## src/rtl/tdm_frame_pkg.sv

```systemverilog
package tdm_frame_pkg;

    // Master sync pulse width selection, measured in data bit periods.
    typedef enum logic [1:0] {
        SW_ONE_BIT  = 2'b00,
        SW_TWO_BIT  = 2'b01,
        SW_ONE_SLOT = 2'b10,
        SW_HALF     = 2'b11
    } sync_width_e;

    // Placement of the master pulse relative to the frame boundary.
    typedef enum logic {
        PLACE_LEAD  = 1'b0,
        PLACE_TRAIL = 1'b1
    } sync_place_e;

endpackage

```

## src/rtl/tdm_sync_detect.sv

```systemverilog
module tdm_sync_detect #(
    parameter int STAGES = 2
) (
    input  logic clk,
    input  logic rst_n,
    input  logic en,
    input  logic slave,
    input  logic sync_pol,
    input  logic edge_sel,
    input  logic sync_in,
    output logic restart
);

    localparam int LAST = (STAGES < 2) ? 1 : STAGES - 1;
    localparam int DEPTH = LAST + 1;

    typedef struct packed {
        logic [DEPTH-1:0] chain;
        logic             lvl;
    } det_t;

    det_t det_d, det_q;
    logic norm;

    always_comb begin
        det_d       = det_q;
        det_d.chain = {det_q.chain[DEPTH-2:0], sync_in};
        // Normalise so that 1 always means the active level.
        norm        = sync_pol ? det_q.chain[LAST] : ~det_q.chain[LAST];
        det_d.lvl   = norm;
        if (edge_sel) begin
            restart = en & slave & det_q.lvl & ~norm;
        end else begin
            restart = en & slave & ~det_q.lvl & norm;
        end
    end

    always_ff @(posedge clk or negedge rst_n) begin
        if (!rst_n) begin
            det_q <= '0;
        end else begin
            det_q <= det_d;
        end
    end

endmodule

```

## src/rtl/tdm_bit_pacer.sv

```systemverilog
module tdm_bit_pacer (
    input  logic clk,
    input  logic rst_n,
    input  logic en,
    input  logic dbl_clk,
    input  logic restart,
    output logic bit_stb,
    output logic phase
);

    typedef struct packed {
        logic ph;
    } pace_t;

    pace_t pace_d, pace_q;

    always_comb begin
        pace_d = pace_q;
        if (!en || restart) begin
            pace_d.ph = 1'b0;
        end else if (dbl_clk) begin
            pace_d.ph = ~pace_q.ph;
        end else begin
            pace_d.ph = 1'b0;
        end
        bit_stb = en & ~restart & (~dbl_clk | pace_q.ph);
        phase   = pace_q.ph;
    end

    always_ff @(posedge clk or negedge rst_n) begin
        if (!rst_n) begin
            pace_q <= '0;
        end else begin
            pace_q <= pace_d;
        end
    end

endmodule

```

## src/rtl/tdm_pos_counter.sv

```systemverilog
module tdm_pos_counter #(
    parameter int SLOT_BITS = 8,
    parameter int MAX_SLOTS = 32
) (
    input  logic                         clk,
    input  logic                         rst_n,
    input  logic                         en,
    input  logic                         restart,
    input  logic                         bit_stb,
    input  logic [$clog2(MAX_SLOTS)-1:0] chan_m1,
    output logic                         cur_half,
    output logic [$clog2(MAX_SLOTS)-1:0] cur_slot,
    output logic [$clog2(SLOT_BITS)-1:0] cur_bit,
    output logic                         nxt_half,
    output logic [$clog2(MAX_SLOTS)-1:0] nxt_slot,
    output logic [$clog2(SLOT_BITS)-1:0] nxt_bit
);

    localparam int BIT_W  = $clog2(SLOT_BITS);
    localparam int SLOT_W = $clog2(MAX_SLOTS);
    localparam logic [BIT_W-1:0]  LAST_BIT = BIT_W'(SLOT_BITS - 1);
    localparam logic [BIT_W-1:0]  BIT_ONE  = BIT_W'(1);
    localparam logic [SLOT_W-1:0] SLOT_ONE = SLOT_W'(1);

    typedef struct packed {
        logic              half;
        logic [SLOT_W-1:0] slot;
        logic [BIT_W-1:0]  bpos;
    } pos_t;

    pos_t pos_d, pos_q;

    always_comb begin
        pos_d = pos_q;
        if (!en || restart) begin
            pos_d = '0;
        end else if (bit_stb) begin
            if (pos_q.bpos == LAST_BIT) begin
                pos_d.bpos = '0;
                // >= also catches a slot left beyond a lowered count.
                if (pos_q.slot >= chan_m1) begin
                    pos_d.slot = '0;
                    pos_d.half = ~pos_q.half;
                end else begin
                    pos_d.slot = pos_q.slot + SLOT_ONE;
                end
            end else begin
                pos_d.bpos = pos_q.bpos + BIT_ONE;
            end
        end
    end

    always_ff @(posedge clk or negedge rst_n) begin
        if (!rst_n) begin
            pos_q <= '0;
        end else begin
            pos_q <= pos_d;
        end
    end

    assign cur_half = pos_q.half;
    assign cur_slot = pos_q.slot;
    assign cur_bit  = pos_q.bpos;
    assign nxt_half = pos_d.half;
    assign nxt_slot = pos_d.slot;
    assign nxt_bit  = pos_d.bpos;

endmodule

```

## src/rtl/tdm_sync_drive.sv

```systemverilog
module tdm_sync_drive
    import tdm_frame_pkg::*;
#(
    parameter int SLOT_BITS = 8,
    parameter int MAX_SLOTS = 32
) (
    input  logic                         clk,
    input  logic                         rst_n,
    input  logic                         en,
    input  logic                         master,
    input  logic [1:0]                   width_code,
    input  logic                         edge_sel,
    input  logic                         sync_pol,
    input  logic [$clog2(MAX_SLOTS)-1:0] chan_m1,
    input  logic                         nxt_half,
    input  logic [$clog2(MAX_SLOTS)-1:0] nxt_slot,
    input  logic [$clog2(SLOT_BITS)-1:0] nxt_bit,
    output logic                         sync_out
);

    localparam int BIT_W = $clog2(SLOT_BITS);
    localparam logic [BIT_W-1:0] LAST_BIT = BIT_W'(SLOT_BITS - 1);
    localparam logic [BIT_W-1:0] PEN_BIT  = BIT_W'(SLOT_BITS - 2);
    localparam logic [BIT_W-1:0] ONE_BIT  = BIT_W'(1);

    typedef struct packed {
        logic act;
    } drv_t;

    drv_t        drv_d, drv_q;
    sync_width_e wsel;
    sync_place_e place;
    logic        in_lead;
    logic        in_trail;
    logic        first_slot;
    logic        final_slot;

    always_comb begin
        drv_d      = drv_q;
        wsel       = sync_width_e'(width_code);
        place      = sync_place_e'(edge_sel);
        first_slot = ~nxt_half & (nxt_slot == '0);
        final_slot = nxt_half & (nxt_slot == chan_m1);
        case (wsel)
            SW_ONE_BIT: begin
                in_lead  = first_slot & (nxt_bit == '0);
                in_trail = final_slot & (nxt_bit == LAST_BIT);
            end
            SW_TWO_BIT: begin
                in_lead  = first_slot & (nxt_bit <= ONE_BIT);
                in_trail = final_slot & (nxt_bit >= PEN_BIT);
            end
            SW_ONE_SLOT: begin
                in_lead  = first_slot;
                in_trail = final_slot;
            end
            default: begin
                in_lead  = ~nxt_half;
                in_trail = nxt_half;
            end
        endcase
        // The window is decoded on the next position so the flop lines up with it.
        drv_d.act = en & master & ((place == PLACE_TRAIL) ? in_trail : in_lead);
        sync_out  = drv_q.act ? sync_pol : ~sync_pol;
    end

    always_ff @(posedge clk or negedge rst_n) begin
        if (!rst_n) begin
            drv_q <= '0;
        end else begin
            drv_q <= drv_d;
        end
    end

endmodule

```

## src/rtl/tdm_frame_timer.sv

```systemverilog
module tdm_frame_timer #(
    parameter int SLOT_BITS   = 8,
    parameter int MAX_SLOTS   = 32,
    parameter int SYNC_STAGES = 2
) (
    input  logic                         clk,
    input  logic                         rst_n,
    input  logic                         en,
    input  logic                         dbl_clk,
    input  logic [$clog2(MAX_SLOTS)-1:0] chan_m1,
    input  logic                         sync_is_out,
    input  logic [1:0]                   width_code,
    input  logic                         sync_pol,
    input  logic                         sync_edge,
    input  logic                         sync_in,
    output logic                         sync_out,
    output logic                         sync_oe,
    output logic                         half_sel,
    output logic [$clog2(MAX_SLOTS)-1:0] slot_idx,
    output logic [$clog2(SLOT_BITS)-1:0] bit_idx,
    output logic                         bit_stb,
    output logic                         frame_start
);

    localparam int BIT_W  = $clog2(SLOT_BITS);
    localparam int SLOT_W = $clog2(MAX_SLOTS);

    logic              restart_w;
    logic              phase_w;
    logic              nxt_half_w;
    logic [SLOT_W-1:0] nxt_slot_w;
    logic [BIT_W-1:0]  nxt_bit_w;

    tdm_sync_detect #(
        .STAGES (SYNC_STAGES)
    ) u_detect (
        .clk      (clk),
        .rst_n    (rst_n),
        .en       (en),
        .slave    (~sync_is_out),
        .sync_pol (sync_pol),
        .edge_sel (sync_edge),
        .sync_in  (sync_in),
        .restart  (restart_w)
    );

    tdm_bit_pacer u_pacer (
        .clk     (clk),
        .rst_n   (rst_n),
        .en      (en),
        .dbl_clk (dbl_clk),
        .restart (restart_w),
        .bit_stb (bit_stb),
        .phase   (phase_w)
    );

    tdm_pos_counter #(
        .SLOT_BITS (SLOT_BITS),
        .MAX_SLOTS (MAX_SLOTS)
    ) u_count (
        .clk      (clk),
        .rst_n    (rst_n),
        .en       (en),
        .restart  (restart_w),
        .bit_stb  (bit_stb),
        .chan_m1  (chan_m1),
        .cur_half (half_sel),
        .cur_slot (slot_idx),
        .cur_bit  (bit_idx),
        .nxt_half (nxt_half_w),
        .nxt_slot (nxt_slot_w),
        .nxt_bit  (nxt_bit_w)
    );

    tdm_sync_drive #(
        .SLOT_BITS (SLOT_BITS),
        .MAX_SLOTS (MAX_SLOTS)
    ) u_drive (
        .clk        (clk),
        .rst_n      (rst_n),
        .en         (en),
        .master     (sync_is_out),
        .width_code (width_code),
        .edge_sel   (sync_edge),
        .sync_pol   (sync_pol),
        .chan_m1    (chan_m1),
        .nxt_half   (nxt_half_w),
        .nxt_slot   (nxt_slot_w),
        .nxt_bit    (nxt_bit_w),
        .sync_out   (sync_out)
    );

    assign sync_oe     = sync_is_out;
    assign frame_start = en & ~phase_w & ~half_sel & (slot_idx == '0) & (bit_idx == '0);

endmodule

```

## config.mk

```make
export PLATFORM = sky130hd
export DESIGN_NAME = tdm_frame_timer
export DESIGN_NICKNAME = d
export VERILOG_FILES = /design/src/rtl/tdm_frame_pkg.sv /design/src/rtl/tdm_sync_detect.sv /design/src/rtl/tdm_bit_pacer.sv /design/src/rtl/tdm_pos_counter.sv /design/src/rtl/tdm_sync_drive.sv /design/src/rtl/tdm_frame_timer.sv
export SDC_FILE = /design/constraint.sdc
export NUM_CORES = 1
export LEC_CHECK = 0
export ABC_AREA = 1
export BUFFER_PORTS_ARGS = -buffer_cell sky130_fd_sc_hd__clkbuf_2
export CAP_MARGIN = 10
export CELL_PAD_IN_SITES_DETAIL_PLACEMENT = 1
export CELL_PAD_IN_SITES_GLOBAL_PLACEMENT = 2
export CORE_MARGIN = 1
export CORE_UTILIZATION = 25
export DETAILED_ROUTE_END_ITERATION = 6
export PLACE_DENSITY_LB_ADDON = 0.1
export SYNTH_ARGS = -nofsm -noshare
export SYNTH_HDL_FRONTEND = slang
export SYNTH_HIERARCHICAL = 1
export SYNTH_SLANG_ARGS = --single-unit
export TNS_END_PERCENT = 1
```

## constraint.sdc

```tcl
create_clock -name clk -period 2.1 [get_ports clk]
set_input_delay 0.315 -clock clk [delete_from_list [all_inputs] [get_ports clk]]
set_output_delay 0.315 -clock clk [all_outputs]
set_load 0.005 [all_outputs]
```

==> load_flow_metrics.sql, run 1 <==
INSERT INTO impl_metrics (metric_group, metric, value, unit) VALUES
('run_status', 'status', 'finished with violations', ''),
('run_status', 'violations', 'setup timing', ''),
('sta', 'post-route-worst-setup-slack', '-21.8', 'ps'),
('global_routing', 'met1_track_demand_over_resource_in_global_routing', '0.198', ''),
('sta', 'worst_pin_slew', '410', 'ps'),
('floorplan', 'initial_core_util', '0.267', ''),
('clocking', 'clockBufferDepth', '2', ''),
('synth', 'netlist_top_cells_area', 'sky130_fd_sc_hd__dfrtp_1, sky130_fd_sc_hd__nand2_1, sky130_fd_sc_hd__inv_1', ''),
('clocking', 'clk-insertion-delay-late', '240', 'ps'),
('finish', 'fin_nets', '247', ''),
('global_routing', 'grt_util_all_layers', '0.153', ''),
('run', 'drv_cap', '0', ''),
('floorplan', 'fp-row-count', '23', ''),
('worst_setup_path', 'worst-r2r-setup-slack', '-20', 'ps'),
('clocking', 'cts_tree', 'yes', ''),
('synth', 'ys_types', '24', ''),
('global_routing', 'global_route.usage.met3', '0.0150', ''),
('detailed_routing', 'detail_route.wl_per_cell', '11.6', 'µm'),
('sta', 'finalClockSkew', '3.20', 'ps'),
('worst_setup_path', 'rr_worst_depth', '15', ''),
('synth', 'async_flop_share', '1.00', ''),
('clocking', 'cts.sink_count', '14', ''),
('detailed_routing', 'routed_via_density', '4.20', ''),
('power_and_ir_drop', 'vdd_drop_max', '242', 'µV'),
('sta', 'final_min_period_over_clock_period', '1.01', ''),
('finish', 'diodes_inserted', '0', ''),
('synth', 'synth-seq-area-share', '0.321', ''),
('worst_setup_path', 'timing.critical_path.arrival', '2300', 'ps'),
('synth', 'yosys_warnings', '6', ''),
('placement', 'detailedPlacementHpwl', '2640', 'µm'),
('sta', 'summed_negative_setup_slack_over_all_endpoints', '-21.8', 'ps'),
('floorplan', 'chipWidth', '68.0', 'µm'),
('synth', 'synth-seq-cells', '14', ''),
('sta', 'fmax', '471', 'MHz'),
('global_routing', 'grt_most_used_layer', 'met2', ''),
('sta', 'grt_setup_unrepaired', 'yes', ''),
('placement', 'numPortBuffers', '27', ''),
('worst_setup_path', 'timing.critical_path.fanout_max', '4', ''),
('hold_path', 'min_path_cells', '1', ''),
('sta', 'setup_viol', '1', ''),
('synth', 'synth_enable_flop_cells', '0', ''),
('detailed_routing', 'total_via_count_after_detailed_routing', '1142', ''),
('detailed_routing', 'detail_route.first_pass.iterations', '4', ''),
('worst_setup_path', 'worstSetupPathType', 'flop to flop', ''),
('finish', 'fill_cells', '560', ''),
('floorplan', 'ioPinCount', '28', ''),
('floorplan', 'die-height', '68.0', 'µm'),
('global_routing', 'initial_antenna_violation_count', '0', ''),
('hold_path', 'hold_path.class', 'primary input to flop', ''),
('floorplan', 'die_area', '0.00463', 'mm²'),
('clocking', 'cts_root_buf', 'sky130_fd_sc_hd__clkbuf_8', ''),
('finish', 'post_layout_nonfiller_instances', '272', ''),
('worst_setup_path', 'timing.critical_path.from', 'u_detect/det_q[2]$_DFF_PN0_', ''),
('worst_setup_path', 'crit_path_start_kind', 'flop', ''),
('sta', 'min_period', '2120', 'ps'),
('global_routing', 'use_met2', '0.267', ''),
('floorplan', 'coreArea', '0.00409', 'mm²'),
('synth', 'synth.cells.most_frequent', 'sky130_fd_sc_hd__nand2_1, sky130_fd_sc_hd__inv_1, sky130_fd_sc_hd__nor2_1', ''),
('synth', 'synth_top_family_by_area', 'simple AND/OR/NAND/NOR gates', ''),
('global_routing', 'globalRoute.totalOverflow', '0', ''),
('synth', 'synth_fa_ha_area_frac', '0.0918', ''),
('detailed_routing', 'drtIter0Drc', '31', ''),
('synth', 'synthesis.nets', '187', ''),
('sta', 'maxSlewHeadroom', '0.726', ''),
('power_and_ir_drop', 'power_per_cell_area', '417', 'mW/mm²'),
('sta', 'final-max-slew-violation-count', '0', ''),
('sta', 'final-hold-violation-count', '0', ''),
('detailed_routing', 'ant_nets', '0', ''),
('synth', 'avgSynthCellArea', '6.65', 'µm²'),
('finish', 'layout-drive-gt1-share', '0.333', ''),
('synth', 'yosys.area_share.simple', '0.321', '');
## critical path, stage by stage (launching register included)
cell and delay [ps]:
sky130_fd_sc_hd__dfrtp_1 370, sky130_fd_sc_hd__inv_1 60, sky130_fd_sc_hd__nand2_1 80, sky130_fd_sc_hd__nand2_2 60
sky130_fd_sc_hd__nand3_2 70, sky130_fd_sc_hd__nand2_2 60, sky130_fd_sc_hd__buf_4 120, sky130_fd_sc_hd__nor2_1 100
sky130_fd_sc_hd__buf_4 140, sky130_fd_sc_hd__inv_1 60, sky130_fd_sc_hd__a211oi_1 240, sky130_fd_sc_hd__buf_4 170
sky130_fd_sc_hd__o211ai_1 90, sky130_fd_sc_hd__a21boi_0 220, sky130_fd_sc_hd__nand2_1 100, sky130_fd_sc_hd__a21oi_2 120
## repair_timing
item                                   CTS  global route
cloned                                   0             0
endpoints found under the hold margin    7             0
pin swaps                                5             1
setup endpoints to repair                1             1
setup buffers                            0             0
gates resized for setup                  8             1
hold buffers                             1             0
## through the flow
step	setup slack, ps	cell area (µm²)
detailed placement	-284	1500
floorplan	37.5	1100
global route	-277	1570
finish	-21.8	1570
CTS	-47.4	1570
global placement	-180	1500
## cell usage in the layout, fill, tap and decap left out
cell type / Yosys / final
sky130_fd_sc_hd__ha_1: 8 / 8
sky130_fd_sc_hd__a21oi_2: 1 / 1
sky130_fd_sc_hd__dfrtp_1: 14 / 14
sky130_fd_sc_hd__nor2_4: 1 / 2
sky130_fd_sc_hd__mux2i_1: 1 / 1
sky130_fd_sc_hd__nand2_4: 1 / 2
sky130_fd_sc_hd__nand3b_1: 1 / 1
sky130_fd_sc_hd__o21ai_0: 1 / 1
sky130_fd_sc_hd__nand3_2: 1 / 1
sky130_fd_sc_hd__a21boi_0: 1 / 1
sky130_fd_sc_hd__clkbuf_8: 0 / 3
sky130_fd_sc_hd__dlygate4sd3_1: 0 / 1
sky130_fd_sc_hd__nand4_1: 2 / 2
sky130_fd_sc_hd__a21oi_1: 5 / 5
sky130_fd_sc_hd__buf_4: 1 / 28
sky130_fd_sc_hd__inv_1: 41 / 40
sky130_fd_sc_hd__clkbuf_2: 0 / 27
sky130_fd_sc_hd__nand2_2: 1 / 3
sky130_fd_sc_hd__inv_2: 1 / 2
sky130_fd_sc_hd__xor2_1: 3 / 3
sky130_fd_sc_hd__nand2_1: 45 / 42
sky130_fd_sc_hd__nor2_2: 1 / 5
sky130_fd_sc_hd__xnor2_1: 3 / 3
sky130_fd_sc_hd__a211oi_1: 1 / 1
sky130_fd_sc_hd__o211ai_1: 1 / 1
sky130_fd_sc_hd__nor2_1: 23 / 18
sky130_fd_sc_hd__nand3_1: 6 / 6
## cell families after synthesis
group | count (synthesis)
xor gates and xnor gates | 6
and+or+nand+nor | 82
buffers and inverters | 43
muxes | 1
adders and majority gates | 8
AOI/OAI and AO/OA | 10
DFF | 14
## final cells by class
class / count / area [µm²] / share of cell area
Clock buffer: 3 / 41.3 / 0.0263
Multi-Input combinational cell: 107 / 604 / 0.385
Sequential cell: 14 / 350 / 0.223
Timing Repair Buffer: 56 / 355 / 0.226
Tap cell: 50 / 62.6 / 0.0398
Inverter: 42 / 158 / 0.100
## worst max path at each step
stage | end | cells after the start
finish | u_drive/drv_q$_DFF_PN0_ | 15
floorplan | u_drive/drv_q$_DFF_PN0_ | 21
CTS | u_drive/drv_q$_DFF_PN0_ | 21
global placement | u_drive/drv_q$_DFF_PN0_ | 22
detailed placement | u_drive/drv_q$_DFF_PN0_ | 22
global route | u_drive/drv_q$_DFF_PN0_ | 21
## metal layers
metal,up-vias,routed length [µm]
met5,-,0
met4,0,0
met3,0,86
met2,18,1590
met1,522,1490
li1,602,-
## where the power goes
group	switching, mW	internal, mW	total, mW
combinational	0.0784	0.0678	0.146
sequential	0.00660	0.279	0.286
clock	0.0959	0.127	0.223
total	0.181	0.474	0.655
## registers in the layout, indices dropped and copies added, names as in the netlist
name              flops
u_pacer/phase         1
u_detect/det_d        1
u_detect/det_q        2
u_count/cur_half      1
u_count/cur_slot      5
u_count/cur_bit       3
u_drive/drv_q         1
No activity file was read; power rests on OpenSTA's default activity.
==> run 2, diff against run 1 <==
--- a/config.mk
+++ b/config.mk
@@ -11,11 +11,10 @@
 export CELL_PAD_IN_SITES_DETAIL_PLACEMENT = 1
 export CELL_PAD_IN_SITES_GLOBAL_PLACEMENT = 2
 export CORE_MARGIN = 1
-export CORE_UTILIZATION = 25
+export CORE_UTILIZATION = 26
 export DETAILED_ROUTE_END_ITERATION = 6
 export PLACE_DENSITY_LB_ADDON = 0.1
 export SYNTH_ARGS = -nofsm -noshare
 export SYNTH_HDL_FRONTEND = slang
-export SYNTH_HIERARCHICAL = 1
 export SYNTH_SLANG_ARGS = --single-unit
 export TNS_END_PERCENT = 1
==> run 2 against run 1 <==
Against the previous run:
- the run now ends clean
- via count up 12%
- clock power up 7%
- power up 4.4%
- critical endpoint is now u_drive.drv_q$_DFF_PN0_
- largest cell class unchanged
- largest power group unchanged
==> load_flow_metrics.sql, run 2 <==
INSERT INTO impl_metrics (metric_group, metric, value, unit) VALUES
('synth', 'async_flop_share', '1.00', ''),
('clocking', 'cts.sink_count', '14', ''),
('synth', 'synthMostInstantiatedCell', 'sky130_fd_sc_hd__nand2_1', ''),
('synth', 'synth-seq-area-share', '0.294', ''),
('synth', 'ys_types', '25', ''),
('global_routing', 'grt_util_all_layers', '0.161', ''),
('worst_setup_path', 'worst-r2r-setup-slack', '70', 'ps'),
('detailed_routing', 'drtIter0Drc', '25', ''),
('sta', 'grt_setup_unrepaired', 'yes', ''),
('synth', 'synth.cells.most_frequent', 'sky130_fd_sc_hd__nand2_1, sky130_fd_sc_hd__inv_1, sky130_fd_sc_hd__dfrtp_1', ''),
('synth', 'avgSynthCellArea', '7.15', 'µm²'),
('placement', 'placedInstanceArea', '0.00155', 'mm²'),
('sta', 'final-hold-violation-count', '0', ''),
('synth', 'synth-seq-cells', '14', ''),
('hold_path', 'hold_path.class', 'primary input to flop', ''),
('sta', 'maxSlewHeadroom', '0.722', ''),
('worst_setup_path', 'cp_dominant_cell_by_count', 'sky130_fd_sc_hd__nand2_1', ''),
('finish', 'layout-area-overhead-vs-synth', '47.7', '%'),
('synth', 'synthCells', '167', ''),
('clocking', 'clockBufferDepth', '2', ''),
('worst_setup_path', 'critical-path-slowest-cell', 'sky130_fd_sc_hd__dfrtp_1', ''),
('floorplan', 'coreArea', '0.00438', 'mm²'),
('floorplan', 'ioPinCount', '28', ''),
('finish', 'layout-drive-gt1-share', '0.440', ''),
('worst_setup_path', 'worstPathRequired', '2290', 'ps'),
('clocking', 'h-tree-depth', '1', ''),
('global_routing', 'via_count_of_the_first_global_routing_pass', '1325', ''),
('placement', 'numPortBuffers', '27', ''),
('placement', 'dpl_worst_slack', '-225', 'ps'),
('finish', 'layout.cells.most_common_list', 'sky130_fd_sc_hd__nand2_1, sky130_fd_sc_hd__buf_4, sky130_fd_sc_hd__clkbuf_2', ''),
('clocking', 'cts_made_buffers', '3', ''),
('floorplan', 'die-height', '69.8', 'µm'),
('run', 'drv_cap', '0', ''),
('finish', 'layout.cell_area.non_filler', '0.00176', 'mm²'),
('power_and_ir_drop', 'vdd_drop_max', '213', 'µV'),
('run_status', 'status', 'complete, no violations', ''),
('detailed_routing', 'routed_via_density', '4.62', ''),
('finish', 'largest_register_ff_count', '5', ''),
('worst_setup_path', 'timing.critical_path.arrival', '2210', 'ps'),
('clocking', 'cts_tree', 'yes', ''),
('detailed_routing', 'drc', '0', ''),
('worst_setup_path', 'timing.critical_path.fanout_max', '4', ''),
('detailed_routing', 'ant_nets', '0', ''),
('detailed_routing', 'total_via_count_after_detailed_routing', '1281', ''),
('detailed_routing', 'detail_route.wl_per_cell', '13.7', 'µm'),
('sta', 'min_period', '2030', 'ps'),
('worst_setup_path', 'crit_family', 'simple AND/OR/NAND/NOR gates', ''),
('floorplan', 'fp-row-count', '24', ''),
('sta', 'worst_pin_slew', '417', 'ps'),
('sta', 'setup_viol', '0', ''),
('synth', 'netlist_top_cells_area', 'sky130_fd_sc_hd__dfrtp_1, sky130_fd_sc_hd__nand2_1, sky130_fd_sc_hd__ha_1', ''),
('global_routing', 'grt_max_degree', '15', ''),
('finish', 'fin_nets', '252', ''),
('clocking', 'cts_root_buf', 'sky130_fd_sc_hd__clkbuf_8', ''),
('floorplan', 'chipWidth', '69.8', 'µm'),
('detailed_routing', 'drt-total-wl', '3810', 'µm'),
('worst_setup_path', 'crit_path_start_kind', 'flop', ''),
('floorplan', 'die_area', '0.00487', 'mm²'),
('synth', 'mappedNetlistArea', '0.00119', 'mm²'),
('worst_setup_path', 'crit_path_cell_trace', 'ha_4 > nand2_2 > nor2_1 > nand2_2 > nand3_4 > nand2_1 > nand3_2 > nand2_2 > nand2_1 > nand2_1 > nor2_4 > nand3_2 > nand2_1 > nand2_1 > a21oi_2', ''),
('sta', 'final_min_period_over_clock_period', '0.965', ''),
('floorplan', 'initial_core_util', '0.272', ''),
('global_routing', 'first_pass_grt_wire_length', '6110', 'µm'),
('clocking', 'clk-insertion-delay-late', '250', 'ps'),
('synth', 'synth-main-ff-cell', 'sky130_fd_sc_hd__dfrtp_1', ''),
('sta', 'final-max-slew-violation-count', '0', ''),
('synth', 'synth_enable_flop_cells', '0', ''),
('power_and_ir_drop', 'power_per_cell_area', '388', 'mW/mm²'),
('synth', 'yosys_warnings', '0', ''),
('placement', 'detailedPlacementHpwl', '3060', 'µm'),
('clocking', 'clock_transition_time_at_the_flip_flop_clock_pins_of_the_worst_setup_and_hold_paths', '70', 'ps'),
('worst_setup_path', 'crit_buf_inv', '0', ''),
('worst_setup_path', 'worstSetupPathType', 'flop to flop', ''),
('global_routing', 'globalRoute.totalOverflow', '0', ''),
('worst_setup_path', 'slowest_delay', '410', 'ps'),
('detailed_routing', 'detail_route.first_pass.iterations', '4', ''),
('global_routing', 'initial_antenna_violation_count', '0', ''),
('sta', 'finalClockSkew', '2.22', 'ps'),
('synth', 'synth_top_cell_by_area', 'sky130_fd_sc_hd__dfrtp_1', ''),
('placement', 'gp_congestion', '0.727', ''),
('finish', 'layout.cells.most_common', 'sky130_fd_sc_hd__nand2_1', ''),
('power_and_ir_drop', 'static-leakage-power', '0.989', 'nW'),
('worst_setup_path', 'endpoint_kind', 'flop', ''),
('finish', 'diodes_inserted', '0', ''),
('sta', 'post-route-worst-setup-slack', '73.8', 'ps'),
('sta', 'fmax', '494', 'MHz'),
('synth', 'synthesis.nets', '192', ''),
('synth', 'synthDominantCellAreaShare', '0.294', '');
[run 2: changes by cell type in the layout (fill, tap and decap cells not counted), sizes merged, moves of 2 or more]
cell / delta
inv: -13
ha: +2
xor2: -2
nor2: -15
nand2: +18
nand3: +8
nand4: +6
[run 2: path summary, 6_finish.rpt]
kind	startpoint	end	cells past startpoint
max	u_count.cur_slot[4]$_DFF_PN0_	u_drive.drv_q$_DFF_PN0_	15
min	sync_in	u_detect.det_d[2]$_DFF_PN0_	1
max reg2reg	u_count.cur_slot[4]$_DFF_PN0_	u_drive.drv_q$_DFF_PN0_	15
min reg2reg	u_detect.det_d[2]$_DFF_PN0_	u_detect.det_q[2]$_DFF_PN0_	0
max in group asynchronous	rst_n	u_count.cur_slot[3]$_DFF_PN0_	2
min in group asynchronous	rst_n	u_detect.det_q[0]$_DFF_PN0_	2
[run 2: area by class of cell]
type                            instances  area (µm²)
Fill cell                             562        2620
Multi-Input combinational cell        122         831
Timing Repair Buffer                   57         367
Sequential cell                        14         350
Inverter                               29         109
Tap cell                               52        65.1
Clock buffer                            3        41.3
[run 2: kinds of logic after synthesis]
kind of cell    share of synthesized area
xor+xnor                           0.0220
flops                               0.294
fa+ha+maj                           0.105
compound gates                     0.0451
buf+inv                             0.102
simple gates                        0.433
[run 2: layer usage]
metal / share of wire / track usage / vias up
met5: 0 / 0 / -
met4: 0.012 / 0.0467 / 0
met3: 0.024 / 0.0233 / 5
met2: 0.49 / 0.279 / 19
met1: 0.47 / 0.207 / 617
li1: - / - / 640
[run 2: stage by stage]
| stage | util | cells | total power, mW | setup TNS [ps] | hold slack, ps |
|---|---|---|---|---|---|
| global placement | 0.354 | 267 | 0.435 | -187 | 265 |
| CTS | 0.383 | 272 | 0.692 | 0 | 158 |
| finish | 0.402 | 277 | 0.684 | 0 | 165 |
| floorplan | - | 167 | 0.371 | 0 | 19.4 |
| detailed placement | 0.354 | 267 | 0.441 | -225 | 274 |
| global route | 0.402 | 277 | 0.725 | -71.8 | 162 |
[run 2: power breakdown]
group	internal (mW)	switching (mW)	leakage, nW
Combinational	0.0675	0.0953	0.781
Sequential	0.278	0.00440	0.187
Clock	0.127	0.111	0.0216
[run 2: what timing repair did]
action,4_1_cts,5_1_grt
endpoints found under the hold margin,5,0
resized for setup,13,16
pin swaps,6,12
endpoints found under the setup margin,1,1
cloned,0,0
hold buffers,1,0
setup buffers,1,5
